**config.mk**
```make
export PLATFORM = sky130hd
export DESIGN_NAME = pulse_seq_gen
export DESIGN_NICKNAME = d
export VERILOG_FILES = /design/src/rtl/psg_pkg.sv /design/src/rtl/psg_evt_sync.sv /design/src/rtl/psg_row_table.sv /design/src/rtl/psg_interval_timer.sv /design/src/rtl/pulse_seq_gen.sv
export SDC_FILE = /design/constraint.sdc
export NUM_CORES = 1
export LEC_CHECK = 0
export CAP_MARGIN = 5
export CORE_MARGIN = 2
export CORE_UTILIZATION = 55
export CTS_BUF_LIST = sky130_fd_sc_hd__clkbuf_4 sky130_fd_sc_hd__clkbuf_8 sky130_fd_sc_hd__clkbuf_16
export CTS_CLUSTER_DIAMETER = 60
export CTS_CLUSTER_SIZE = 24
export DETAILED_ROUTE_END_ITERATION = 8
export HOLD_SLACK_MARGIN = 0.08
export PLACE_DENSITY = 0.74
export SLEW_MARGIN = 20
export SYNTH_ARGS = -nofsm -noshare
export SYNTH_HDL_FRONTEND = slang
export SYNTH_SLANG_ARGS = --single-unit
```
**constraint.sdc**
```tcl
create_clock -name clk -period 3.15 [get_ports clk]
set_input_delay 0.7875 -clock clk [delete_from_list [all_inputs] [get_ports clk]]
set_output_delay 0.7875 -clock clk [all_outputs]
set_load 0.01 [all_outputs]
```
**src/rtl/psg_pkg.sv**
```systemverilog
package psg_pkg;
  localparam int CMP_W     = 16;
  localparam int EVT_IDX_W = 3;
  localparam int NUM_EVT   = 1 << EVT_IDX_W;

  typedef enum logic [1:0] {
    SRC_CONST = 2'd0,
    SRC_LOOP  = 2'd1,
    SRC_OVF   = 2'd2,
    SRC_EXT   = 2'd3
  } end_src_e;

  typedef struct packed {
    logic                 level;
    end_src_e             src;
    logic [EVT_IDX_W-1:0] evt;
    logic                 last;
    logic [CMP_W-1:0]     cmp;
  } row_t;

  localparam int ROW_W = $bits(row_t);
endpackage

```
**src/rtl/psg_evt_sync.sv**
```systemverilog
module psg_evt_sync #(
  parameter int N = 8
) (
  input  logic         clk,
  input  logic         rst,
  input  logic [N-1:0] din,
  output logic [N-1:0] rise
);
  for (genvar i = 0; i < N; i++) begin : g_bit
    logic s1, s2, s3;
    always_ff @(posedge clk) begin
      if (rst) begin
        s1 <= 1'b0;
        s2 <= 1'b0;
        s3 <= 1'b0;
      end else begin
        s1 <= din[i];
        s2 <= s1;
        s3 <= s2;
      end
    end
    assign rise[i] = s2 & ~s3;

    p_single_pulse_r6: assert property (@(posedge clk) disable iff (rst)
      rise[i] |=> !rise[i]);
  end
endmodule

```
**src/rtl/psg_row_table.sv**
```systemverilog
module psg_row_table
  import psg_pkg::*;
#(
  parameter int ROWS = 16,
  localparam int AW  = $clog2(ROWS)
) (
  input  logic          clk,
  input  logic          we,
  input  logic [AW-1:0] waddr,
  input  row_t          wdata,
  input  logic [AW-1:0] raddr,
  output row_t          rdata
);
  row_t mem [ROWS];

  always_ff @(posedge clk) begin
    if (we) mem[waddr] <= wdata;
  end

  assign rdata = mem[raddr];
endmodule

```
**src/rtl/psg_interval_timer.sv**
```systemverilog
module psg_interval_timer
  import psg_pkg::*;
(
  input  logic                 clk,
  input  logic                 rst,
  input  logic                 restart,
  input  end_src_e             src,
  input  logic [CMP_W-1:0]     cmp,
  input  logic [EVT_IDX_W-1:0] evt,
  input  logic [CMP_W-1:0]     loop_val,
  input  logic [NUM_EVT-1:0]   evt_rise,
  output logic                 hit
);
  logic [CMP_W-1:0] timer;
  logic [CMP_W:0]   next_cnt;

  always_ff @(posedge clk) begin
    if (rst || restart) timer <= '0;
    else                timer <= timer + 1'b1;
  end

  assign next_cnt = {1'b0, timer} + 1'b1;

  always_comb begin
    unique case (src)
      SRC_CONST: hit = next_cnt >= {1'b0, cmp};
      SRC_LOOP:  hit = next_cnt >= {1'b0, loop_val};
      SRC_OVF:   hit = &timer;
      default:   hit = evt_rise[evt];
    endcase
  end

  p_restart_zero_r3: assert property (@(posedge clk) disable iff (rst)
    restart |=> timer == '0);
endmodule

```
**src/rtl/pulse_seq_gen.sv**
```systemverilog
module pulse_seq_gen
  import psg_pkg::*;
#(
  parameter int ROWS = 16,
  localparam int AW  = $clog2(ROWS)
) (
  input  logic               clk,
  input  logic               rst,
  input  logic               enable,
  input  logic               wr_en,
  input  logic [AW-1:0]      wr_addr,
  input  logic [ROW_W-1:0]   wr_data,
  input  logic [CMP_W-1:0]   loop_val,
  input  logic [NUM_EVT-1:0] ext_evt,
  output logic               drive_out,
  output logic [AW-1:0]      state_idx
);
  row_t               cur, fetched;
  logic               loaded, hit, take;
  logic [AW-1:0]      idx, nidx;
  logic [NUM_EVT-1:0] evt_rise;

  psg_evt_sync #(.N(NUM_EVT)) u_sync (
    .clk (clk), .rst (rst), .din (ext_evt), .rise (evt_rise)
  );

  psg_row_table #(.ROWS(ROWS)) u_table (
    .clk (clk), .we (wr_en), .waddr (wr_addr), .wdata (row_t'(wr_data)),
    .raddr (nidx), .rdata (fetched)
  );

  psg_interval_timer u_timer (
    .clk (clk), .rst (rst), .restart (take || !loaded),
    .src (cur.src), .cmp (cur.cmp), .evt (cur.evt),
    .loop_val (loop_val), .evt_rise (evt_rise), .hit (hit)
  );

  assign take = enable && (!loaded || hit);

  always_comb begin
    if (!loaded || cur.last || idx == AW'(ROWS - 1)) nidx = '0;
    else                                             nidx = idx + 1'b1;
  end

  always_ff @(posedge clk) begin
    if (rst || !enable) begin
      loaded <= 1'b0;
      idx    <= '0;
      cur    <= '0;
    end else if (take) begin
      loaded <= 1'b1;
      idx    <= nidx;
      cur    <= fetched;
    end
  end

  assign drive_out = cur.level;
  assign state_idx = idx;

  p_disable_idle_r1: assert property (@(posedge clk) disable iff (rst)
    !enable |=> !drive_out && state_idx == '0);

  p_step_next_r7: assert property (@(posedge clk) disable iff (rst)
    enable && loaded && hit && !cur.last && idx != AW'(ROWS - 1)
      |=> state_idx == $past(state_idx) + 1'b1);

  p_wrap_last_r7: assert property (@(posedge clk) disable iff (rst)
    enable && loaded && hit && cur.last |=> state_idx == '0);

  p_hold_row_r8: assert property (@(posedge clk) disable iff (rst)
    enable && loaded && !hit |=> $stable(drive_out) && $stable(cur));
endmodule

```
======== After elaboration in Yosys (flattened, before gate mapping) ========
Memory sizes are Yosys's and may differ from the RTL's. A register that Yosys moved wholly into a read port is not among the register bits.
Index checks and enable logic that the tools add are counted.
cells by class
  add/subtract/negate cells ............... 3
  order comparisons ....................... 3
  eq/ne operators ......................... 3
  mux-type cells .......................... 6
  bitwise operators ....................... 16
  reduce and logical (&&, ||, !) cells .... 11
operator list
  operator                                            number
  >= comparator 17 x 16 -> 1 bit                      2
  adder 16 x 1 -> 17 bit, second input constant       1
  adder 16 x 1 -> 16 bit, second input constant       1
  AND reduction 16 bit                                1
  bitwise AND 1 bit                                   8
  NOT 1 bit                                           8
  logical OR 1 bit                                    6
  adder 4 x 1 -> 4 bit, second input constant         1
  == test 4 bit, second input constant                1
  < comparator 3 x 4 -> 1 bit, second input constant  1
  2-to-1 mux 4 bit                                    1
  binary-select mux 1 bit (select 3 bit)              1
  2-to-1 mux 1 bit                                    3
  case mux 1 bit (3 select lines)                     1
  == test 2 x 1 -> 1 bit, second input constant       1
  == test 2 bit, second input constant                1
  zero test 1 bit                                     2
  zero test 2 bit                                     1
  logical AND 1 bit                                   1
storage, ports and cells
  register bits after elaboration ......... 45
  RAM bits ................................ 368
  output and inout port bits .............. 5
  logic and storage cells ................. 70
  memories kept ........................... 1
memory list
  name         depth  bits a word  read ports  clocked after Yosys merged registers in  wr ports  RTL line             text
  u_table.mem  16     23           1           1                                        1         psg_row_table.sv:14  row_t mem [ROWS];

======== Longest topological paths before layout ========
Gate-level depths: netlist of run 1.
  depth in word-level cells ............... 9
  mapped depth ............................ 16
  gate-level depth less buffers ........... 14

======== Modules after synthesis ========
A second synthesis of run 1 with hierarchy kept.
second synthesis, totals
  cells, all modules ...................... 974
  area, all modules ....................... 17,247.8 um^2
by module, submodules not included
  module              times used  cells each  area each (um^2)  seq. area each (um^2)
  psg_row_table       1           585         13,848.3          11,050.6
  psg_interval_timer  1           194         1,581.5           320.3
  pulse_seq_gen       1           137         1,074.8           560.5
  psg_evt_sync        1           58          743.2             480.5

======== Least setup slack after synthesis of run 1 ========
No wires, ideal clock.
  path kind ............................... input to register
  start point ............................. in wr_addr[2]
  end point ............................... mem u_table.mem[0][0] (netlist bit), enable pin
  setup time .............................. 0.432 ns
  data arrival time ....................... 2.903 ns
  setup slack ............................. -0.185 ns
  cell stages on the path ................. 2
  path buffers ............................ 0
  cell sequence ........................... or3b_2 > nor3_1
RTL lines
  what         RTL line             text
  from (decl)  pulse_seq_gen.sv:11  input logic [AW-1:0] wr_addr,
  to (decl)    psg_row_table.sv:14
No word-level cell before the write port.

======== Final worst setup path of run 1 ========
  start point ............................. reg u_timer.timer[2]
  end point ............................... reg idx[2], in the netlist state_idx[2]
on the way
  word-level cells in the longest chain between the ends .. 5
  elaborated cells between the ends (all ways) .. 7
  classes of those cells .................. add/sub: 1; order compare: 2; mux: 1; reduce/logical: 3
ends and longest elaborated chain
  what                                                      RTL line                                            text
  from (decl)                                               psg_interval_timer.sv:14                            logic [CMP_W-1:0] timer;
  from (signal assigned)                                    psg_interval_timer.sv:19                            else timer <= timer + 1'b1;
  adder 16 x 1 -> 17 bit (*)                                psg_interval_timer.sv:22                            assign next_cnt = {1'b0, timer} + 1'b1;
  via u_timer.next_cnt[9]                                   psg_interval_timer.sv:15                            logic [CMP_W:0] next_cnt;
  >= comparator 17 x 16 -> 1 bit, on equally long branches  psg_interval_timer.sv:27, psg_interval_timer.sv:26
  case mux 1 bit (3 select lines) (*)                       psg_interval_timer.sv:25                            unique case (src)
  logical OR 1 bit (*)                                      pulse_seq_gen.sv:38                                 assign take = enable && (!loaded || hit);
  logical AND 1 bit (*)                                     pulse_seq_gen.sv:38
  to (signal assigned)                                      pulse_seq_gen.sv:52                                 idx <= nidx;
  to (decl)                                                 pulse_seq_gen.sv:20                                 logic [AW-1:0] idx, nidx;
Mark *: on every way through the listed nets, which the timed path passes. The rest lies on a longest branch.
A chain may end at the register's enable or synchronous reset.

==> summary.md, run 1 <==
| Metric | Value |
|---|---|
| CTS Buf Count | 27 |
| 1st-iter DRT viols | 1,538 |
| RePlAce Congestion | 0.8482 |
| Failing checks | setup timing |
| Clk_lat worst skew | 580 ps |
| CP Max Fanout | 5 |
| Starting Density | 55.85% |
| Number of placed I/O pins | 60 |
| Most frequent cells in the layout | edfxtp_1 (368), nand2_1 (132), a21oi_1 (69) |
| Power density over cell area | 521.3 nW/um^2 |
| Syn_nets | 1,355 |
| Largest net degree at the start of global routing | 54 |
| Worst Setup End Kind | register |
| Fin area | 20,690 um^2 |
| DRC Markers | 0 |
| Maximum clock frequency | 0.3133 GHz |
| RSZ-0062 raised after global routing | true |
| Via count | 11,270 |
| Vias in the first global route | 10,820 |
| Post-route minimum period | 3192 ps |
| Sequential share of the synthesized area | 70.43% |
| CP Cell Sequence | and3_4, and3_4, and2_4, nand4_1, xnor2_2, ha_1, nand4_1, buf_4, o211a_1, o2111ai_2, buf_4, and3_4, o21ai_0, a32o_1 |
| Async SR Flop Fraction | 0% |
| Area delta synth->final | 17.39% |
| Nets | 1,452 |
| Final setup vio count | 19 |
| Inst Count DP | 1,722 |
| Post-Synthesis Cells | 1,266 |
| PnR worst setup slack | -41.66 ps |
| Num rows | 65 |
| H-tree levels | 1 |
| Dpl ws | -175.0 ps |
| CP max stage delay | 340 ps |
| Initial antenna violation count | 1 |
| Crit Path Class | reg -> reg |
| Grt ovf | 0 |
| Fin. max-slew vios | 0 |
| Layout cells sized above 1 | 20.46% |
| Startpoint types | register |
| EDFF count, synth | 368 |
| Worst hold slack | 445.5 ps |
| Fillers | 2,189 |
| Non-filler instance count after layout | 1,785 |
| Reg clk slew, reported paths | 80 ps |
| CTS tree | done |
| Die area | 33,490 um^2 |
| Post-Syn Area | 17,620 um^2 |
| Count of cell types in the netlist | 66 |
| Power Total | 10.78 mW |
| Max Root-Sink Buffers | 3 |
| Antenna diode count | 0 |
| Worst clock skew | 31.37 ps |
| DP HPWL | 25,160 um |
| Crit share post-route | 101.3% |
| Clock sink total | 436 |
| Yosys reg bits | 436 |
| Max-cap violations | 0 |
| Hold crit path type | reg -> reg |
| Util after Layout | 65.56% |
| Worst-margin pin slew | 964.0 ps |
| Placeable Area | 31,560 um^2 |
| Slew margin rel. | 35.73% |
| Commonest non-fill, non-tap cell in the layout | edfxtp_1 |
| Final Hold Fails | 0 |
| Post-Route WL | 43,590 um |
| Chip height | 183.0 um |
| Outcome | finished, violations left |
| Critical Path Slowest Stage Cell | dfxtp_2 |
| IO Port Bufs | 59 |
| DRT Pass-1 Iters | 5 |
| Routed vias/inst | 6.315 |
| Clk root buf | clkbuf_16 |
| Post-synth top flop | edfxtp_1 |
| Critical Path AT | 3650 ps |
| Tot GR Track Use | 25.45% |
| Placed cell area | 19,200 um^2 |
| Required @ worst endpoint | 3610 ps |
| Mapped Avg Cell Area | 13.92 um^2 |
| First-pass GRT wire length | 64,140 um |
| Final antenna-violating net count | 0 |
| Ys Warns | 0 |
| Peak VDD IR | 0.5272 mV |
| Most Frequent Cell on Critical Path | and3_4 |
| WL/cell | 24.42 um |
| Die X-Extent | 183.0 um |
| Leak pwr | 7.146 nW |
| Final setup TNS | -201.0 ps |
==> report_power, final <==
part | internal [mW] | total [mW] | switching (mW)
clock | 1.73 | 3.70 | 1.97
sequential | 6.37 | 6.42 | 0.0508
combinational | 0.262 | 0.661 | 0.398
total | 8.36 | 10.8 | 2.42
==> flip-flops by register name, indices dropped and copies added, names as in the netlist <==
signal and cells:
cur 22, drive_out 1, loaded 1, state_idx 4, u_sync.g_bit.s1 8, u_sync.g_bit.s2 8, u_sync.g_bit.s3 8, u_table.mem 368
u_timer.timer 16
==> routing by layer <==
metal	vias up	share of wire (%)	track usage, %
met2	612	47	41.62
li1	5037	-	-
met3	64	9.2	2.979
met5	-	0	0
met1	5560	41	36.94
met4	0	2.4	6.240
==> timing repair <==
action	4_1_cts	5_1_grt
buffers inserted	5	5
gates resized for setup	42	64
cloned	2	3
hold buffers	0	0
pin swaps	13	23
setup endpoints to repair	43	43
==> kinds of logic (layout without fill, tap and decap cells) <==
family	Yosys count	in the layout	synth area share, %
AOI/OAI and AO/OA	318	318	11.81
adders and majority gates	34	34	2.414
and+or+nand+nor	305	309	9.166
muxes	41	41	2.591
DFF	436	436	70.43
buffers and inverters	118	231	2.889
xor gates and xnor gates	14	14	0.6957
==> critical path, delay by kind of cell (launching register included) <==
kind                     cells  cell delay (ps)
AO/OA/AOI/OAI                4              780
XOR/XNOR                     1              180
flip-flops                   1              340
buffers and inverters        2              360
AND/OR/NAND/NOR              6             1140
adder cells (fa/ha/maj)      1              280
==> Yosys cell counts (6+ instances only) <==
cell type | instances | area, um^2
a32o_1 | 7 | 70.07
nor3b_1 | 6 | 45.04
buf_2 | 17 | 85.08
a31oi_1 | 20 | 125.1
o22ai_1 | 39 | 244.0
nand3_1 | 14 | 70.07
nor2_1 | 27 | 101.4
o22a_1 | 6 | 52.55
and3_1 | 29 | 181.4
edfxtp_1 | 368 | 11050
o221ai_1 | 41 | 359.1
nand2b_1 | 6 | 37.54
a211oi_1 | 11 | 82.58
inv_1 | 43 | 161.4
dfxtp_1 | 68 | 1361
nand2_1 | 136 | 510.5
a21o_1 | 29 | 217.7
nor3_1 | 6 | 30.03
nand4_1 | 11 | 68.82
o21ai_0 | 62 | 310.3
clkbuf_1 | 50 | 187.7
nor3b_2 | 9 | 112.6
a21oi_1 | 71 | 355.3
nor2b_1 | 34 | 212.7
xnor2_1 | 10 | 87.58
ha_1 | 34 | 425.4
mux2_2 | 37 | 416.7
o32ai_1 | 14 | 122.6
==> worst paths after layout <==
check | to | slack, ps | startpoint | cells past startpoint
worst min register to register | u_sync.g_bit[4].s2 | 450 | u_sync.g_bit[4].s1 | 1
worst max register to register | state_idx[2] | -40 | u_timer.timer[2] | 14
worst min-delay path | u_sync.g_bit[4].s2 | 450 | u_sync.g_bit[4].s1 | 1
worst max-delay path | state_idx[2] | -40 | u_timer.timer[2] | 14
==> cell type report <==
cell class | count | area, um^2 | area share (%)
inverters | 44 | 165.2 | 0.7983
clock inverters | 17 | 177.7 | 0.8588
repair buffers | 138 | 1409 | 6.810
flip-flops and latches | 436 | 12420 | 60.05
multi-input cells | 716 | 5290 | 25.57
well taps | 402 | 503.0 | 2.431
clock buffers | 32 | 719.4 | 3.477
No activity file was read; power rests on OpenSTA's default activity.
==> run 2, diff against run 1 <==
--- a/config.mk
+++ b/config.mk
@@ -7,13 +7,13 @@
 export LEC_CHECK = 0
 export CAP_MARGIN = 5
 export CORE_MARGIN = 2
-export CORE_UTILIZATION = 55
+export CORE_UTILIZATION = 30
 export CTS_BUF_LIST = sky130_fd_sc_hd__clkbuf_4 sky130_fd_sc_hd__clkbuf_8 sky130_fd_sc_hd__clkbuf_16
 export CTS_CLUSTER_DIAMETER = 60
 export CTS_CLUSTER_SIZE = 24
 export DETAILED_ROUTE_END_ITERATION = 8
 export HOLD_SLACK_MARGIN = 0.08
-export PLACE_DENSITY = 0.74
+export PLACE_DENSITY = 0.44
 export SLEW_MARGIN = 20
 export SYNTH_ARGS = -nofsm -noshare
 export SYNTH_HDL_FRONTEND = slang
==> run 2 against run 1 <==
The run still ends with setup timing left. Non-clock buffer count increased by 6. Combinational power rose by 2%. Hold slack got worse by 5.1 ps. Sequential power about the same. Sequential share of layout area decreased by 2.6 points. Cell count rose by 22%. Clock-buffer cell count increased by 9. Fmax grew 1.3%.
==> summary.md, run 2 (synthesis results as in run 1) <==
| Metric | Value |
|---|---|
| Outcome | finished, violations left |
| Failing checks | setup timing |
| Area delta synth->final | 22.76% |
| CP max stage delay | 400 ps (+60 ps) |
| Power density over cell area | 560.5 nW/um^2 (+7.5%) |
| RSZ-0062 raised after global routing | true |
| Hold_sp | u_sync.g_bit[5].s1 |
| Critical Path Slowest Stage Cell | nor4_2 |
| Most Frequent Cell on Critical Path | and3_4 |
| Most frequent cells in the layout | edfxtp_1 (368), nand2_1 (133), a21oi_1 (67) |
| H-tree levels | 2 (+1) |
| Max-cap violations | 0 (unchanged) |
| Reg with most FFs | u_table.mem |
| Maximum clock frequency | 0.3173 GHz (+1.3%) |
| Family with the most delay on the worst path | simple AND/OR/NAND/NOR gates |
| Post-route minimum period | 3151 ps (-40.35 ps) |
| Commonest non-fill, non-tap cell in the layout | edfxtp_1 |
| Fillers | 5,592 (+160%) |
| Hold buffers post-CTS | 0 (unchanged) |
| Die area | 60,700 um^2 (+81%) |
| Placeable Area | 57,920 um^2 (+84%) |
| Initial antenna violation count | 1 (unchanged) |
| Worst-margin pin slew | 1009 ps (+44.64 ps) |
| Tot GR Track Use | 16.83% (-8.6 points) |
| Clock sink total | 436 (unchanged) |
| Starting Density | 30.43% (-25 points) |
| Psw | 2.891 mW (+19%) |
| Max FFs per register | 368 (unchanged) |
| RePlAce Congestion | 0.7573 (-11%) |
| Worst hold slack | 440.3 ps (-5.133 ps) |
| Combinational power share | 5.6% (-0.5 points) |
| CTS Buf Count | 37 (+37%) |
| Largest net degree at the start of global routing | 66 (+22%) |
| Reg clk slew, reported paths | 70 ps (about the same) |
| DRT Pass-1 Iters | 4 (-1) |
| WP buf/inv | 2 (unchanged) |
| Hold crit path type | reg -> reg |
| WL/cell | 23.51 um (-3.7%) |
| DRC Markers | 0 (unchanged) |
| Startpoint types | register |
| Peak VDD IR | 0.3157 mV (-40%) |
| Max Root-Sink Buffers | 3 (unchanged) |
| Leak pwr | 7.327 nW (+2.5%) |
| Critical Path AT | 3600 ps (-50 ps) |
| IO Port Bufs | 59 (unchanged) |
| Register share of total power | 53.0% (-6.6 points) |
| Final antenna-violating net count | 0 (unchanged) |
| Vias in the first global route | 11,390 (+5.3%) |
| Routed vias/inst | 5.052 (-20%) |
| Fin area | 21,630 um^2 (+4.6%) |
| Beginning of the critical path | u_timer.timer[4] |
| Worst R2R Start | u_timer.timer[4] |
| DP HPWL | 28,440 um (+13%) |
| Final Hold Fails | 0 (unchanged) |
| Util after Layout | 37.36% (-28 points) |
| Worst clock skew | 31.08 ps (-0.2925 ps) |
| CTS tree | done |
| Biggest regs | u_table.mem: 368 flops, cur: 22 flops, u_timer.timer: 16 flops |
| Switching part of the total | 23.85% (+1.4 points) |
| Grt ovf | 0 (unchanged) |
| Num rows | 88 (+35%) |
| Nets | 1,468 (+1.1%) |
| Crit share post-route | 100.0% (-1.3 points) |
| PnR worst setup slack | -1.305 ps (+40.35 ps) |
| Worst Setup End Kind | register |
| Post-Route WL | 51,090 um (+17%) |
| Placed cell area | 19,910 um^2 (+3.7%) |
| CP Cell Sequence | and3_4, and3_4, and2_4, nand2_1, xnor2_2, buf_4, ha_1, nand4_1, nor4_2, a2111oi_4, o2111ai_4, and3_4, buf_6, a21oi_1, a31o_2 |
| CP Max Fanout | 5 (unchanged) |
| Crit Path Class | reg -> reg |
| Clock share of power | 41.5% (+7.2 points) |
| Chip height | 246.4 um (+35%) |
| Clk_lat worst skew | 580 ps (about the same) |
| Fin. max-slew vios | 0 (unchanged) |
| Dpl ws | -275.7 ps (-100.7 ps) |
| Die X-Extent | 246.4 um (+35%) |
| Layout cells sized above 1 | 20.53% (+0.063 points) |
| Final setup vio count | 1 (-18) |
| Internal Pwr Total | 9.234 mW (+10%) |
| Slew margin rel. | 32.76% (-3.0 points) |
| Via count | 10,980 (-2.6%) |
| First-pass GRT wire length | 75,090 um (+17%) |
| Antenna diode count | 0 (unchanged) |
| Clk root buf | clkbuf_16 |
| 1st-iter DRT viols | 798 (-48%) |
| Required @ worst endpoint | 3590 ps (-20 ps) |
| Number of placed I/O pins | 60 (unchanged) |
==> run 2: cell count changes in the layout (fill, tap and decap cells not counted), moves of 4 or more <==
cell       delta
buf_12        +9
clkbuf_16    +11
nor2_2       -13
nor2_4       +12
o22ai_1       +7
o22ai_2       -7
o32ai_1       +8
o32ai_2       -5
xnor2_2       -4
==> run 2: stage by stage <==
step | instances | power, mW | TNS [ps]
after global routing | 2173 | 12.51 | -3832
after detailed placement | 2097 | 7.203 | -9259
final | 2173 | 12.13 | -1.305
after floorplan | 1266 | 6.842 | 0
after global placement | 2097 | 7.193 | -6954
after CTS | 2168 | 12.24 | -105.6
==> run 2: worst reg2reg max path, stage by stage (launching register included) <==
cell       delay (ps)
dfxtp_2           340
and3_4            190
and3_4            190
and2_4            160
nand2_1            80
xnor2_2           180
buf_4             150
ha_1              280
nand4_1           190
nor4_2            400
a2111oi_4          70
o2111ai_4         100
and3_4            300
buf_6             140
a21oi_1            60
a31o_2            210
==> run 2: metal layers <==
metal / part of all wire, % / up-vias / GRT usage (%)
met1: 47 / 5608 / 23.61
met3: 4.2 / 59 / 2.320
met5: 0.025 / - / 0
met4: 1.8 / 2 / 4.678
met2: 47 / 226 / 27.20
li1: - / 5083 / -
==> run 2: power by group through the flow <==
stage | clock network [mW] | logic [mW] | registers [mW]
final | 5.03 | 0.677 | 6.42
after global routing | 5.33 | 0.740 | 6.43
after CTS | 5.16 | 0.664 | 6.42
after detailed placement | 0 | 0.650 | 6.55
after global placement | 0 | 0.644 | 6.55
after floorplan | 0 | 0.306 | 6.54
==> run 2: area by class of cell <==
class | instances | area, um^2 | area share, %
well taps | 765 | 957.2 | 4.424
repair buffers | 144 | 1545 | 7.142
clock buffers | 41 | 991.0 | 4.580
multi-input cells | 716 | 5215 | 24.11
inverters | 44 | 165.2 | 0.7634
clock inverters | 27 | 340.3 | 1.573
flip-flops and latches | 436 | 12420 | 57.41
==> run 2: final timing paths <==
| check | to | slack [ps] | depth (start not counted) |
|---|---|---|---|
| setup / recovery | state_idx[3] | -1 | 15 |
| setup reg to reg | state_idx[3] | -1 | 15 |
| hold reg to reg | u_sync.g_bit[5].s2 | 440 | 1 |
| hold / removal | u_sync.g_bit[5].s2 | 440 | 1 |
==> run 2: timing repair <==
action	in CTS	in global routing
setup buffers	1	3
gates resized for setup	19	64
gates cloned	2	2
endpoints found under the setup margin	43	43
pin swaps	5	25
